<file path="config.mk">
export PLATFORM = sky130hd
export DESIGN_NAME = irq_prio_arb
export DESIGN_NICKNAME = d
export VERILOG_FILES = /design/src/rtl/irq_arb_pkg.sv /design/src/rtl/irq_hi_scan.sv /design/src/rtl/irq_svc_stack.sv /design/src/rtl/irq_ppr_calc.sv /design/src/rtl/irq_prio_arb.sv
export SDC_FILE = /design/constraint.sdc
export NUM_CORES = 2
export LEC_CHECK = 0
export BUFFER_PORTS_ARGS = -buffer_cell sky130_fd_sc_hd__buf_2
export CELL_PAD_IN_SITES_DETAIL_PLACEMENT = 1
export CELL_PAD_IN_SITES_GLOBAL_PLACEMENT = 2
export CORE_ASPECT_RATIO = 0.5
export CORE_MARGIN = 4
export CORE_UTILIZATION = 42
export DETAILED_ROUTE_END_ITERATION = 10
export GPL_TIMING_DRIVEN = 0
export PLACE_DENSITY = 0.86
export SLEW_MARGIN = 20
export SYNTH_ARGS = -nofsm -noshare
export SYNTH_HDL_FRONTEND = slang
export SYNTH_SLANG_ARGS = --single-unit
export TNS_END_PERCENT = 5
</file>
<file path="constraint.sdc">
create_clock -name clk_i -period 6.4 [get_ports clk_i]
set_input_delay 0.32 -clock clk_i [delete_from_list [all_inputs] [get_ports clk_i]]
set_output_delay 0.32 -clock clk_i [all_outputs]
set_load 0.005 [all_outputs]
</file>
<file path="src/rtl/irq_arb_pkg.sv">
`timescale 1ns/1ps
package irq_arb_pkg;
  localparam int VEC_W     = 8;
  localparam int CLS_W     = 4;
  localparam int NUM_VEC   = 1 << VEC_W;
  localparam int WORD_W    = 32;
  localparam int NUM_WORDS = NUM_VEC / WORD_W;
  localparam int WORD_AW   = $clog2(NUM_WORDS);
  localparam int REG_AW    = 2 + WORD_AW;
  localparam int RSVD_VEC  = 32;

  typedef enum logic [1:0] {
    SEL_CTL = 2'd0,
    SEL_REQ = 2'd1,
    SEL_SVC = 2'd2,
    SEL_NONE = 2'd3
  } reg_sel_e;

  localparam logic [REG_AW-1:0] ADDR_TPR = '0;
  localparam logic [WORD_AW-1:0] WORD_PPR = WORD_AW'(1);
endpackage

</file>
<file path="src/rtl/irq_hi_scan.sv">
`timescale 1ns/1ps
module irq_hi_scan #(
  parameter int N  = 256,
  parameter int VW = 8,
  parameter int LO = 32
) (
  input  logic [N-1:0]  bits_i,
  output logic          found_o,
  output logic [VW-1:0] idx_o
);
  logic unused_low;
  assign unused_low = ^bits_i[LO-1:0];

  // ascending sweep: the last hit is the highest set bit at or above LO
  always_comb begin
    found_o = 1'b0;
    idx_o   = '0;
    for (int i = LO; i < N; i++) begin
      if (bits_i[i]) begin
        found_o = 1'b1;
        idx_o   = VW'(i);
      end
    end
  end
endmodule

</file>
<file path="src/rtl/irq_svc_stack.sv">
`timescale 1ns/1ps
module irq_svc_stack #(
  parameter int VW    = 8,
  parameter int DEPTH = 16,
  localparam int PW   = $clog2(DEPTH + 1)
) (
  input  logic          clk_i,
  input  logic          rst_ni,
  input  logic          push_i,
  input  logic [VW-1:0] push_vec_i,
  input  logic          pop_i,
  output logic [VW-1:0] top_o,
  output logic [PW-1:0] ptr_o,
  output logic          empty_o
);
  logic [PW-1:0] ptr_q;
  logic [VW-1:0] slot_q [DEPTH];

  always_ff @(posedge clk_i or negedge rst_ni) begin
    if (!rst_ni) begin
      ptr_q <= '0;
    end else if (push_i && ptr_q < PW'(DEPTH)) begin
      ptr_q <= ptr_q + 1'b1;
    end else if (pop_i && ptr_q != '0) begin
      ptr_q <= ptr_q - 1'b1;
    end
  end

  // slot i holds nesting level i+1; level 0 is the implicit vector 0
  for (genvar i = 0; i < DEPTH; i++) begin : g_slot
    always_ff @(posedge clk_i or negedge rst_ni) begin
      if (!rst_ni) begin
        slot_q[i] <= '0;
      end else if (push_i && ptr_q == PW'(i)) begin
        slot_q[i] <= push_vec_i;
      end
    end
  end

  always_comb begin
    top_o = '0;
    for (int i = 0; i < DEPTH; i++) begin
      if (ptr_q == PW'(i + 1)) top_o = slot_q[i];
    end
  end

  assign ptr_o   = ptr_q;
  assign empty_o = (ptr_q == '0);
endmodule

</file>
<file path="src/rtl/irq_ppr_calc.sv">
`timescale 1ns/1ps
module irq_ppr_calc #(
  parameter int VW = 8,
  parameter int CW = 4
) (
  input  logic [VW-1:0] tpr_i,
  input  logic [VW-1:0] top_i,
  output logic [VW-1:0] ppr_o
);
  logic [CW-1:0] tpr_cls, top_cls;
  logic unused_top_lo;

  assign tpr_cls       = tpr_i[VW-1 -: CW];
  assign top_cls       = top_i[VW-1 -: CW];
  assign unused_top_lo = ^top_i[VW-CW-1:0];
  assign ppr_o = (tpr_cls >= top_cls) ? tpr_i : {top_cls, {(VW-CW){1'b0}}};
endmodule

</file>
<file path="src/rtl/irq_prio_arb.sv">
`timescale 1ns/1ps
module irq_prio_arb
  import irq_arb_pkg::*;
#(
  parameter int STK_DEPTH = 16,
  localparam int PTR_W    = $clog2(STK_DEPTH + 1)
) (
  input  logic              clk_i,
  input  logic              rst_ni,
  input  logic              req_valid_i,
  input  logic [VEC_W-1:0]  req_vec_i,
  output logic              pend_valid_o,
  output logic [VEC_W-1:0]  pend_vec_o,
  input  logic              ack_i,
  input  logic              eoi_i,
  output logic              eoi_err_o,
  input  logic              reg_we_i,
  input  logic [REG_AW-1:0] reg_addr_i,
  input  logic [WORD_W-1:0] reg_wdata_i,
  output logic [WORD_W-1:0] reg_rdata_o
);
  localparam logic [NUM_VEC-1:0] ONE = NUM_VEC'(1);

  logic [NUM_VEC-1:0] irr_q, isr_q, irr_d, isr_d;
  logic [NUM_VEC-1:0] irr_set, irr_clr, isr_set, isr_clr;
  logic [VEC_W-1:0]   tpr_q, ppr, stk_top, irr_hi, isr_hi;
  logic [PTR_W-1:0]   stk_ptr;
  logic               irr_hit, isr_hit, stk_empty;
  logic               accept, eoi_ok, eoi_bad, eoi_err_q;
  reg_sel_e           rd_sel;
  logic [WORD_AW-1:0] rd_word;
  logic               unused_wdata_hi;

  assign unused_wdata_hi = ^reg_wdata_i[WORD_W-1:VEC_W];

  irq_hi_scan #(.N(NUM_VEC), .VW(VEC_W), .LO(RSVD_VEC)) u_irr_scan (
    .bits_i (irr_q),
    .found_o(irr_hit),
    .idx_o  (irr_hi)
  );

  irq_hi_scan #(.N(NUM_VEC), .VW(VEC_W), .LO(RSVD_VEC)) u_isr_scan (
    .bits_i (isr_q),
    .found_o(isr_hit),
    .idx_o  (isr_hi)
  );

  irq_svc_stack #(.VW(VEC_W), .DEPTH(STK_DEPTH)) u_stack (
    .clk_i     (clk_i),
    .rst_ni    (rst_ni),
    .push_i    (accept),
    .push_vec_i(irr_hi),
    .pop_i     (eoi_ok),
    .top_o     (stk_top),
    .ptr_o     (stk_ptr),
    .empty_o   (stk_empty)
  );

  irq_ppr_calc #(.VW(VEC_W), .CW(CLS_W)) u_ppr (
    .tpr_i(tpr_q),
    .top_i(stk_top),
    .ppr_o(ppr)
  );

  assign pend_valid_o = irr_hit && (irr_hi[VEC_W-1 -: CLS_W] > ppr[VEC_W-1 -: CLS_W]);
  assign pend_vec_o   = pend_valid_o ? irr_hi : '0;

  // an end-of-interrupt in the same cycle wins over an accept
  assign accept  = ack_i && pend_valid_o && !eoi_i;
  assign eoi_ok  = eoi_i && !stk_empty;
  assign eoi_bad = eoi_i && stk_empty;

  always_comb begin
    irr_clr = accept ? (ONE << irr_hi) : '0;
    irr_set = req_valid_i ? (ONE << req_vec_i) : '0;
    isr_set = accept ? (ONE << irr_hi) : '0;
    isr_clr = (eoi_ok && isr_hit) ? (ONE << isr_hi) : '0;
    irr_d   = (irr_q & ~irr_clr) | irr_set;
    isr_d   = (isr_q & ~isr_clr) | isr_set;
  end

  always_ff @(posedge clk_i or negedge rst_ni) begin
    if (!rst_ni) begin
      irr_q     <= '0;
      isr_q     <= '0;
      tpr_q     <= '0;
      eoi_err_q <= 1'b0;
    end else begin
      irr_q <= irr_d;
      isr_q <= isr_d;
      if (reg_we_i && reg_addr_i == ADDR_TPR) tpr_q <= reg_wdata_i[VEC_W-1:0];
      if (eoi_bad) eoi_err_q <= 1'b1;
    end
  end

  assign eoi_err_o = eoi_err_q;

  assign rd_sel  = reg_sel_e'(reg_addr_i[REG_AW-1 -: 2]);
  assign rd_word = reg_addr_i[WORD_AW-1:0];

  always_comb begin
    reg_rdata_o = '0;
    unique case (rd_sel)
      SEL_CTL: begin
        if (rd_word == '0)          reg_rdata_o = WORD_W'(tpr_q);
        else if (rd_word == WORD_PPR) reg_rdata_o = WORD_W'(ppr);
      end
      SEL_REQ: reg_rdata_o = irr_q[rd_word*WORD_W +: WORD_W];
      SEL_SVC: reg_rdata_o = isr_q[rd_word*WORD_W +: WORD_W];
      default: reg_rdata_o = '0;
    endcase
  end
endmodule

</file>
After elaboration in Yosys (flattened, before gate mapping)
Cells that the tools add are included.
{"block": "word_totals", "regBits": 654, "latch_bits": 0, "ramBits": 0, "romBits": 0, "input_bits": 51, "out_inout_bits": 42, "wordCells": 1011, "memories": 0}
{"block": "op_classes", "n_addsub": 2, "multipliers": 0, "n_div": 0, "order_cmp": 3, "eq_ne": 19, "shifts": 5, "mux": 922, "bitwise": 6, "reduce_logical": 33}
{"cell": "$mux W8", "n": 276}
{"cell": "$mux W7", "n": 128}
{"cell": "$mux W256", "n": 3}
{"cell": "$shl A1 B8 Y256 const A", "n": 3}
{"cell": "$and A256 B256 Y256", "n": 2}
{"cell": "$not A256 Y256", "n": 2}
{"cell": "$or A256 B256 Y256", "n": 2}
{"cell": "$shiftx A256 B9 Y32", "n": 2}
{"cell": "$mux W1", "n": 448}
{"cell": "$mux W6", "n": 64}
{"cell": "$pmux W32 S3", "n": 1}
{"cell": "$eq A5 B4 Y1 const B", "n": 8}
{"cell": "$logic_and A1 B1 Y1", "n": 25}
{"cell": "$eq A5 B3 Y1 const B", "n": 4}
{"cell": "$eq A5 B2 Y1 const B", "n": 2}
{"cell": "$logic_not A5 Y1", "n": 2}
{"cell": "$mux W5", "n": 2}
{"cell": "$add A5 B1 Y5 const B", "n": 1}
{"cell": "$eq A5 B1 Y1 const B", "n": 1}
{"cell": "$eq A5 B5 Y1 const B", "n": 1}
{"cell": "$lt A5 B5 Y1 const B", "n": 1}
{"cell": "$reduce_bool A5 Y1", "n": 1}
{"cell": "$sub A5 B1 Y5 const B", "n": 1}
{"cell": "$ge A4 B4 Y1", "n": 1}
{"cell": "8 further kinds", "n": 9}

Longest topological paths before layout
{"block": "logic_depth", "depth_word": 232, "ltp_mapped": 29, "depth_no_buf": 27}

By module
A second synthesis with hierarchy kept.
{"block": "hier_totals", "hier_cells": 4074, "hier_area_um2": 40208.6}
{"module": "irq_prio_arb", "n_inst": 1, "cells_per_inst": 2395, "area_per_inst_um2": 27104.7, "seq_area_each_um2": 13037.5}
{"module": "irq_svc_stack", "n_inst": 1, "cells_per_inst": 608, "area_per_inst_um2": 6996.7, "seq_area_each_um2": 3328.2}
{"module": "irq_hi_scan", "n_inst": 2, "cells_per_inst": 525, "area_per_inst_um2": 2949.1, "seq_area_each_um2": 0.0}
{"module": "irq_ppr_calc", "n_inst": 1, "cells_per_inst": 21, "area_per_inst_um2": 209.0, "seq_area_each_um2": 0.0}

Least setup slack after synthesis
OpenSTA, ideal clock, no wires.
{"block": "synth_path", "path_kind": "reg-to-reg", "startpoint": "register u_stack.ptr_q[0], in the netlist u_stack.ptr_o[0]", "endpoint": "register u_stack.slot_q[127] in the netlist's numbering", "setup_time_ns": 0.128, "t_arrival_ns": 5.487, "t_required_ns": 6.272, "setup_slack_ns": 0.786, "stages_incl_launch_ff": 29, "n_path_buf": 3, "period_less_slack_ns": 5.614, "cell_sequence": "dfrtp_1 inv_1 ha_1 clkbuf_1 nor2b_1 nand2_1 nor2_1 a22oi_1 a31o_2 a21oi_1 a221oi_1 o221ai_1 inv_1 ha_1 a21o_1 a21o_1 a21oi_1 mux2i_1 ha_1 nor2b_1 o21a_1 o21a_1 o2111a_1 nor2b_1 buf_2 and2_4 and3_1 clkbuf_1 mux2_1"}
{"block": "synth_between", "elab_chain_len": 24, "elab_cells_between_ends": 40, "cone_classes": "2 x order compare; 16 x eq/ne; 17 x mux; 5 x reduce/logical"}
{"item": "from (decl)", "line_no": "irq_svc_stack.sv:16", "rtl": "logic [PW-1:0] ptr_q;"}
{"item": "from (signal assigned)", "line_no": "irq_svc_stack.sv:23", "rtl": "ptr_q <= ptr_q + 1'b1;"}
{"item": "from (signal assigned)", "line_no": "irq_svc_stack.sv:25", "rtl": "ptr_q <= ptr_q - 1'b1;"}
{"item": "$eq A5 B1 Y1", "line_no": "irq_svc_stack.sv:43", "rtl": "if (ptr_q == PW'(i + 1)) top_o = slot_q[i];"}
{"item": "$mux W8 (16 in a row)", "line_no": "irq_svc_stack.sv:43"}
{"item": "$ge A4 B4 Y1", "line_no": "irq_ppr_calc.sv:16", "rtl": "assign ppr_o = (tpr_cls >= top_cls) ? tpr_i : {top_cls, {(VW-CW){1'b0}}};"}
{"item": "$mux W8", "line_no": "irq_ppr_calc.sv:16"}
{"item": "$gt A4 B4 Y1", "line_no": "irq_prio_arb.sv:65", "rtl": "assign pend_valid_o = irr_hit && (irr_hi[VEC_W-1 -: CLS_W] > ppr[VEC_W-1 -: CLS_W]);"}
{"item": "$logic_and A1 B1 Y1", "line_no": "irq_prio_arb.sv:65"}
{"item": "$logic_and A1 B1 Y1 (2 in a row)", "line_no": "irq_prio_arb.sv:69", "rtl": "assign accept = ack_i && pend_valid_o && !eoi_i;"}
{"item": "$logic_and A1 B1 Y1 *", "line_no": "irq_svc_stack.sv:34", "rtl": "end else if (push_i && ptr_q == PW'(i)) begin"}
{"item": "to (signal, indexed assignment)", "line_no": "irq_svc_stack.sv:35", "rtl": "slot_q[i] <= push_vec_i;"}
{"item": "to (decl)", "line_no": "irq_svc_stack.sv:17", "rtl": "logic [VW-1:0] slot_q [DEPTH];"}
Mark *: on every way between the ends. The rest lies on a longest branch, timed or not.
A chain may end at the register's enable or synchronous reset.

Final worst setup path
{"block": "layout_path", "startpoint": "register irr_q[78]", "endpoint": "register isr_q[82]"}
{"block": "layout_between", "elab_chain_len": 184, "elab_cells_between_ends": 363, "cone_classes": "1 x order compare; 1 x shift; 357 x mux; 1 x bitwise; 3 x reduce/logical"}
{"item": "from (decl)", "line_no": "irq_prio_arb.sv:24", "rtl": "logic [NUM_VEC-1:0] irr_q, isr_q, irr_d, isr_d;"}
{"item": "from (signal assigned)", "line_no": "irq_prio_arb.sv:89", "rtl": "irr_q <= irr_d;"}
{"item": "$mux W7 (50 in a row)", "line_no": "irq_hi_scan.sv:19", "rtl": "if (bits_i[i]) begin"}
{"item": "$mux W8 (128 in a row)", "line_no": "irq_hi_scan.sv:19"}
{"item": "$gt A4 B4 Y1", "line_no": "irq_prio_arb.sv:65"}
{"item": "$logic_and A1 B1 Y1", "line_no": "irq_prio_arb.sv:65"}
{"item": "$logic_and A1 B1 Y1 (2 in a row)", "line_no": "irq_prio_arb.sv:69"}
{"item": "$mux W256 *", "line_no": "irq_prio_arb.sv:76", "rtl": "isr_set = accept ? (ONE << irr_hi) : '0;"}
{"item": "$or A256 B256 Y256 *", "line_no": "irq_prio_arb.sv:79", "rtl": "isr_d = (isr_q & ~isr_clr) | isr_set;"}
{"item": "named net isr_d[82]", "line_no": "irq_prio_arb.sv:24"}
{"item": "to (signal assigned)", "line_no": "irq_prio_arb.sv:90", "rtl": "isr_q <= isr_d;"}
{"item": "to (decl)", "line_no": "irq_prio_arb.sv:24"}
The timed path passes the listed nets; every way through them passes the cells marked *.

==> results_dict.tcl <==
set metrics [dict create \
    ys_types 99 \
    fin_crit_ps 6800 \
    synth_top_area_share_pct 41.0 \
    routedWlPerCell_um 47.6 \
    place.gp.congestion 1.14 \
    tns_ps -5260 \
    drt-initial-drc-count 7021 \
    ctsLongestPathBuffers 3 \
    met2_length_mm 90.7 \
    coreArea_um2 84400 \
    fillers 9440 \
    layout_setup_ws_ps -395 \
    finalHoldViolCount 0 \
    crit_arrival_ps 7410 \
    grt_pass1_vias 37900 \
    final_max_slew_viol_count 0 \
    synth_cells 3670 \
    powerDensity_nw_per_um2 453 \
    design_power_total_mw 18.6 \
    whs_ps 162 \
    io_pins 93 \
    vdd_drop_max_v 0.000409 \
    via_count 40100 \
    cts_tree "done" \
    synthToLayoutAreaGrowth_pct 13.9 \
    crit_path_max_fanout 10 \
    clock-root-buffer "clkbuf_16" \
    clock-sinks 590 \
    die_y_um 215 \
    p_int_mw 7.96 \
    cp-start-kind "flip-flop" \
    hpwl_mm 187 \
    antenna_found_initial 42 \
    portBuffers 65 \
    p_sw_mw 10.6 \
    status "finished with violations" \
    yosysWarningCount 0 \
    maxCapViolations 0 \
    p_clk_share_pct 21.6 \
    hold_path.class "in2reg" \
    fmax_mhz 147 \
    synth_edf_count 0 \
    route.met3.wl_mm 44.3 \
    leakagePower_nw 16.4 \
    grt_max_degree 98 \
    critPathKind "reg2reg" \
    end_kind "flip-flop" \
    power_frac_comb_pct 52.7 \
    grt_pass1_wl_mm 319 \
    tightest_slew_ps 1370 \
    syn_nets 3738 \
    drt-met1-wl_mm 87.8 \
    ys_seq_area_share_pct 41.0 \
    seqPwrFrac_pct 25.7 \
    initial_core_util_pct 42.6 \
    setup_viol 60 \
    violations "setup timing" \
    drive_gt1_share_pct 16.2 \
    synth.area.top_cells "dfrtp_1 (41%), mux4_2 (10%), o31ai_1 (4.7%)" \
    drc 0 \
    postSynth.asyncResetShare_pct 100 \
    synth_area_um2 36000 \
    drt_first_pass_iters 8 \
    fin_nets 3906 \
    synth-main-ff-cell "dfrtp_1" \
    track_usage_pct 50.9 \
    insertion_delay_ps 740 \
    synth_seq_cells 590 \
    syn_area_per_cell_um2 9.80 \
    cts_max_level 2 \
    dieArea_um2 90700 \
    multi_input_area_um2 20300 \
    row_count 75 \
    globalRouteOverflowTotal 0 \
    top_layer "met5" \
    final_antenna_net_count 0 \
    seq_area_um2 14800 \
    path_clk_slew_ps 80 \
    critical_path_required_ps 7010 \
    numCtsBuffers 58 \
    yosysTopAreaCell "dfrtp_1" \
    die_w_um 422 \
    finalCritPeriodShare_pct 106 \
    slew_headroom_pct 8.41 \
    dpl_worst_slack_ps -2260 \
    routed_wl_mm 239 \
    swShare_pct 57.2 \
    skew_ps 53.6 \
    vias_per_cell 7.98 \
]
[routing by layer]
metal  up-vias  GRT usage (%)
met4        48           23.1
met5         -           3.59
met1     20600           62.6
met3       951           34.4
li1      14800              -
met2      3740           67.6
[per-stage QoR]
| step | utilization (%) | cells | area (µm²) |
|---|---|---|---|
| floorplan | - | 3670 | 36000 |
| detailed placement | 45.1 | 4866 | 38100 |
| global route | 48.5 | 5001 | 40900 |
| global placement | 44.7 | 4851 | 37700 |
| CTS | 48.2 | 4995 | 40600 |
| finish | 48.6 | 5020 | 41000 |
[synthesized netlist by cell type (18+ instances only)]
cell type    n
nor3_1     128
a211oi_1    32
a22o_1     135
nor2_1     229
nor4_1     150
o21ai_0    203
clkbuf_1   226
o211ai_1    22
nor2b_1     72
nand3_1    195
mux2_2      59
o2bb2ai_1   65
a21oi_1    117
o22ai_1     28
mux4_2     160
nand2_1    247
nand4_1     92
o41ai_1     19
and4_1      21
or4_1       47
inv_1      101
and2_1      18
o21a_1      22
buf_1       26
o21bai_1    26
dfrtp_1    590
o31ai_1    224
a21o_1      42
nand2b_1    41
[registers in the layout, summed over array words and instances (netlist names)]
register and count:
tpr_q 8, irr_q 256, eoi_err_o 1, u_stack.ptr_o 5, isr_q 256, u_stack.slot_q 64
[critical path, cell delays in order, from the launching register on]
cell             delay (ps)
dfrtp_1                 570
nor2_1                   90
o31a_1                  240
o311ai_0                730
o2111ai_1               300
o211ai_1                860
a32o_1                  280
clkbuf_1                480
clkdlybuf4s15_1         930
clkdlybuf4s15_1         920
nand4_1                 790
o21ai_0                 420
[final cells by class]
| type | count | area share (%) |
|---|---|---|
| repair buffers | 114 | 2.25 |
| inverters | 104 | 0.956 |
| clock buffers | 71 | 3.88 |
| plain buffers | 264 | 2.70 |
| well taps | 1116 | 3.41 |
| clock inverters | 35 | 1.21 |
| diodes | 20 | 0.122 |
| multi-input cells | 2706 | 49.4 |
| flip-flops and latches | 590 | 36.0 |
[worst paths after layout]
kind / slack [ps] / startpoint / depth (start not counted) / endpoint
max: -400 / irr_q[78] / 11 / isr_q[82]
min: 160 / req_vec_i[4] / 4 / irr_q[4]
max reg2reg: -400 / irr_q[78] / 11 / isr_q[82]
min reg2reg: 460 / irr_q[10] / 1 / irr_q[10]
max in group asynchronous: 4150 / rst_ni / 5 / isr_q[231]
min in group asynchronous: 180 / rst_ni / 2 / tpr_q[5]
[power groups by stage]
stage	sequential (mW)	clock, mW	combinational, mW
final	4.78	4.01	9.79
after global routing	4.78	4.13	9.37
after CTS	4.71	3.95	8.54
after detailed placement	4.76	0	8.41
after global placement	4.74	0	8.20
after floorplan	4.46	0	3.56
[cell usage in the layout, fill, tap and decap left out, drive strengths merged, types with 26 or more instances in the layout]
| cell | netlist | final |
|---|---|---|
| mux4 | 160 | 160 |
| a211oi | 32 | 32 |
| clkbuf | 227 | 292 |
| nand2 | 250 | 250 |
| o31ai | 224 | 224 |
| o2bb2ai | 65 | 65 |
| nor2b | 72 | 72 |
| mux2 | 60 | 60 |
| nor3 | 133 | 133 |
| buf | 43 | 145 |
| inv | 103 | 106 |
| nand4 | 92 | 92 |
| a21oi | 117 | 117 |
| o22ai | 28 | 28 |
| o21ai | 219 | 219 |
| o21bai | 26 | 26 |
| a22o | 135 | 135 |
| a21o | 42 | 42 |
| nand2b | 41 | 41 |
| nand3 | 202 | 202 |
| nor2 | 230 | 230 |
| nor4 | 153 | 153 |
| dfrtp | 590 | 590 |
| or4 | 47 | 47 |
[timing repair]
item                                    in CTS  in global routing
setup buffers                               17                  5
resized for setup                           57                 45
endpoints found under the setup margin     526                398
pin swaps                                    6                  5
hold endpoints to repair                    91                  0
hold buffers                                10                  0
[cells by family after synthesis]
| group | synth area share [%] |
|---|---|
| XOR/XNOR | 0.0731 |
| buffers and inverters | 3.97 |
| AO/OA/AOI/OAI | 22.0 |
| AND/OR/NAND/NOR | 20.4 |
| adder cells (fa/ha/maj) | 0.591 |
| multiplexers | 12.0 |
| flip-flops | 41.0 |
(Power assumes the default switching activity.)
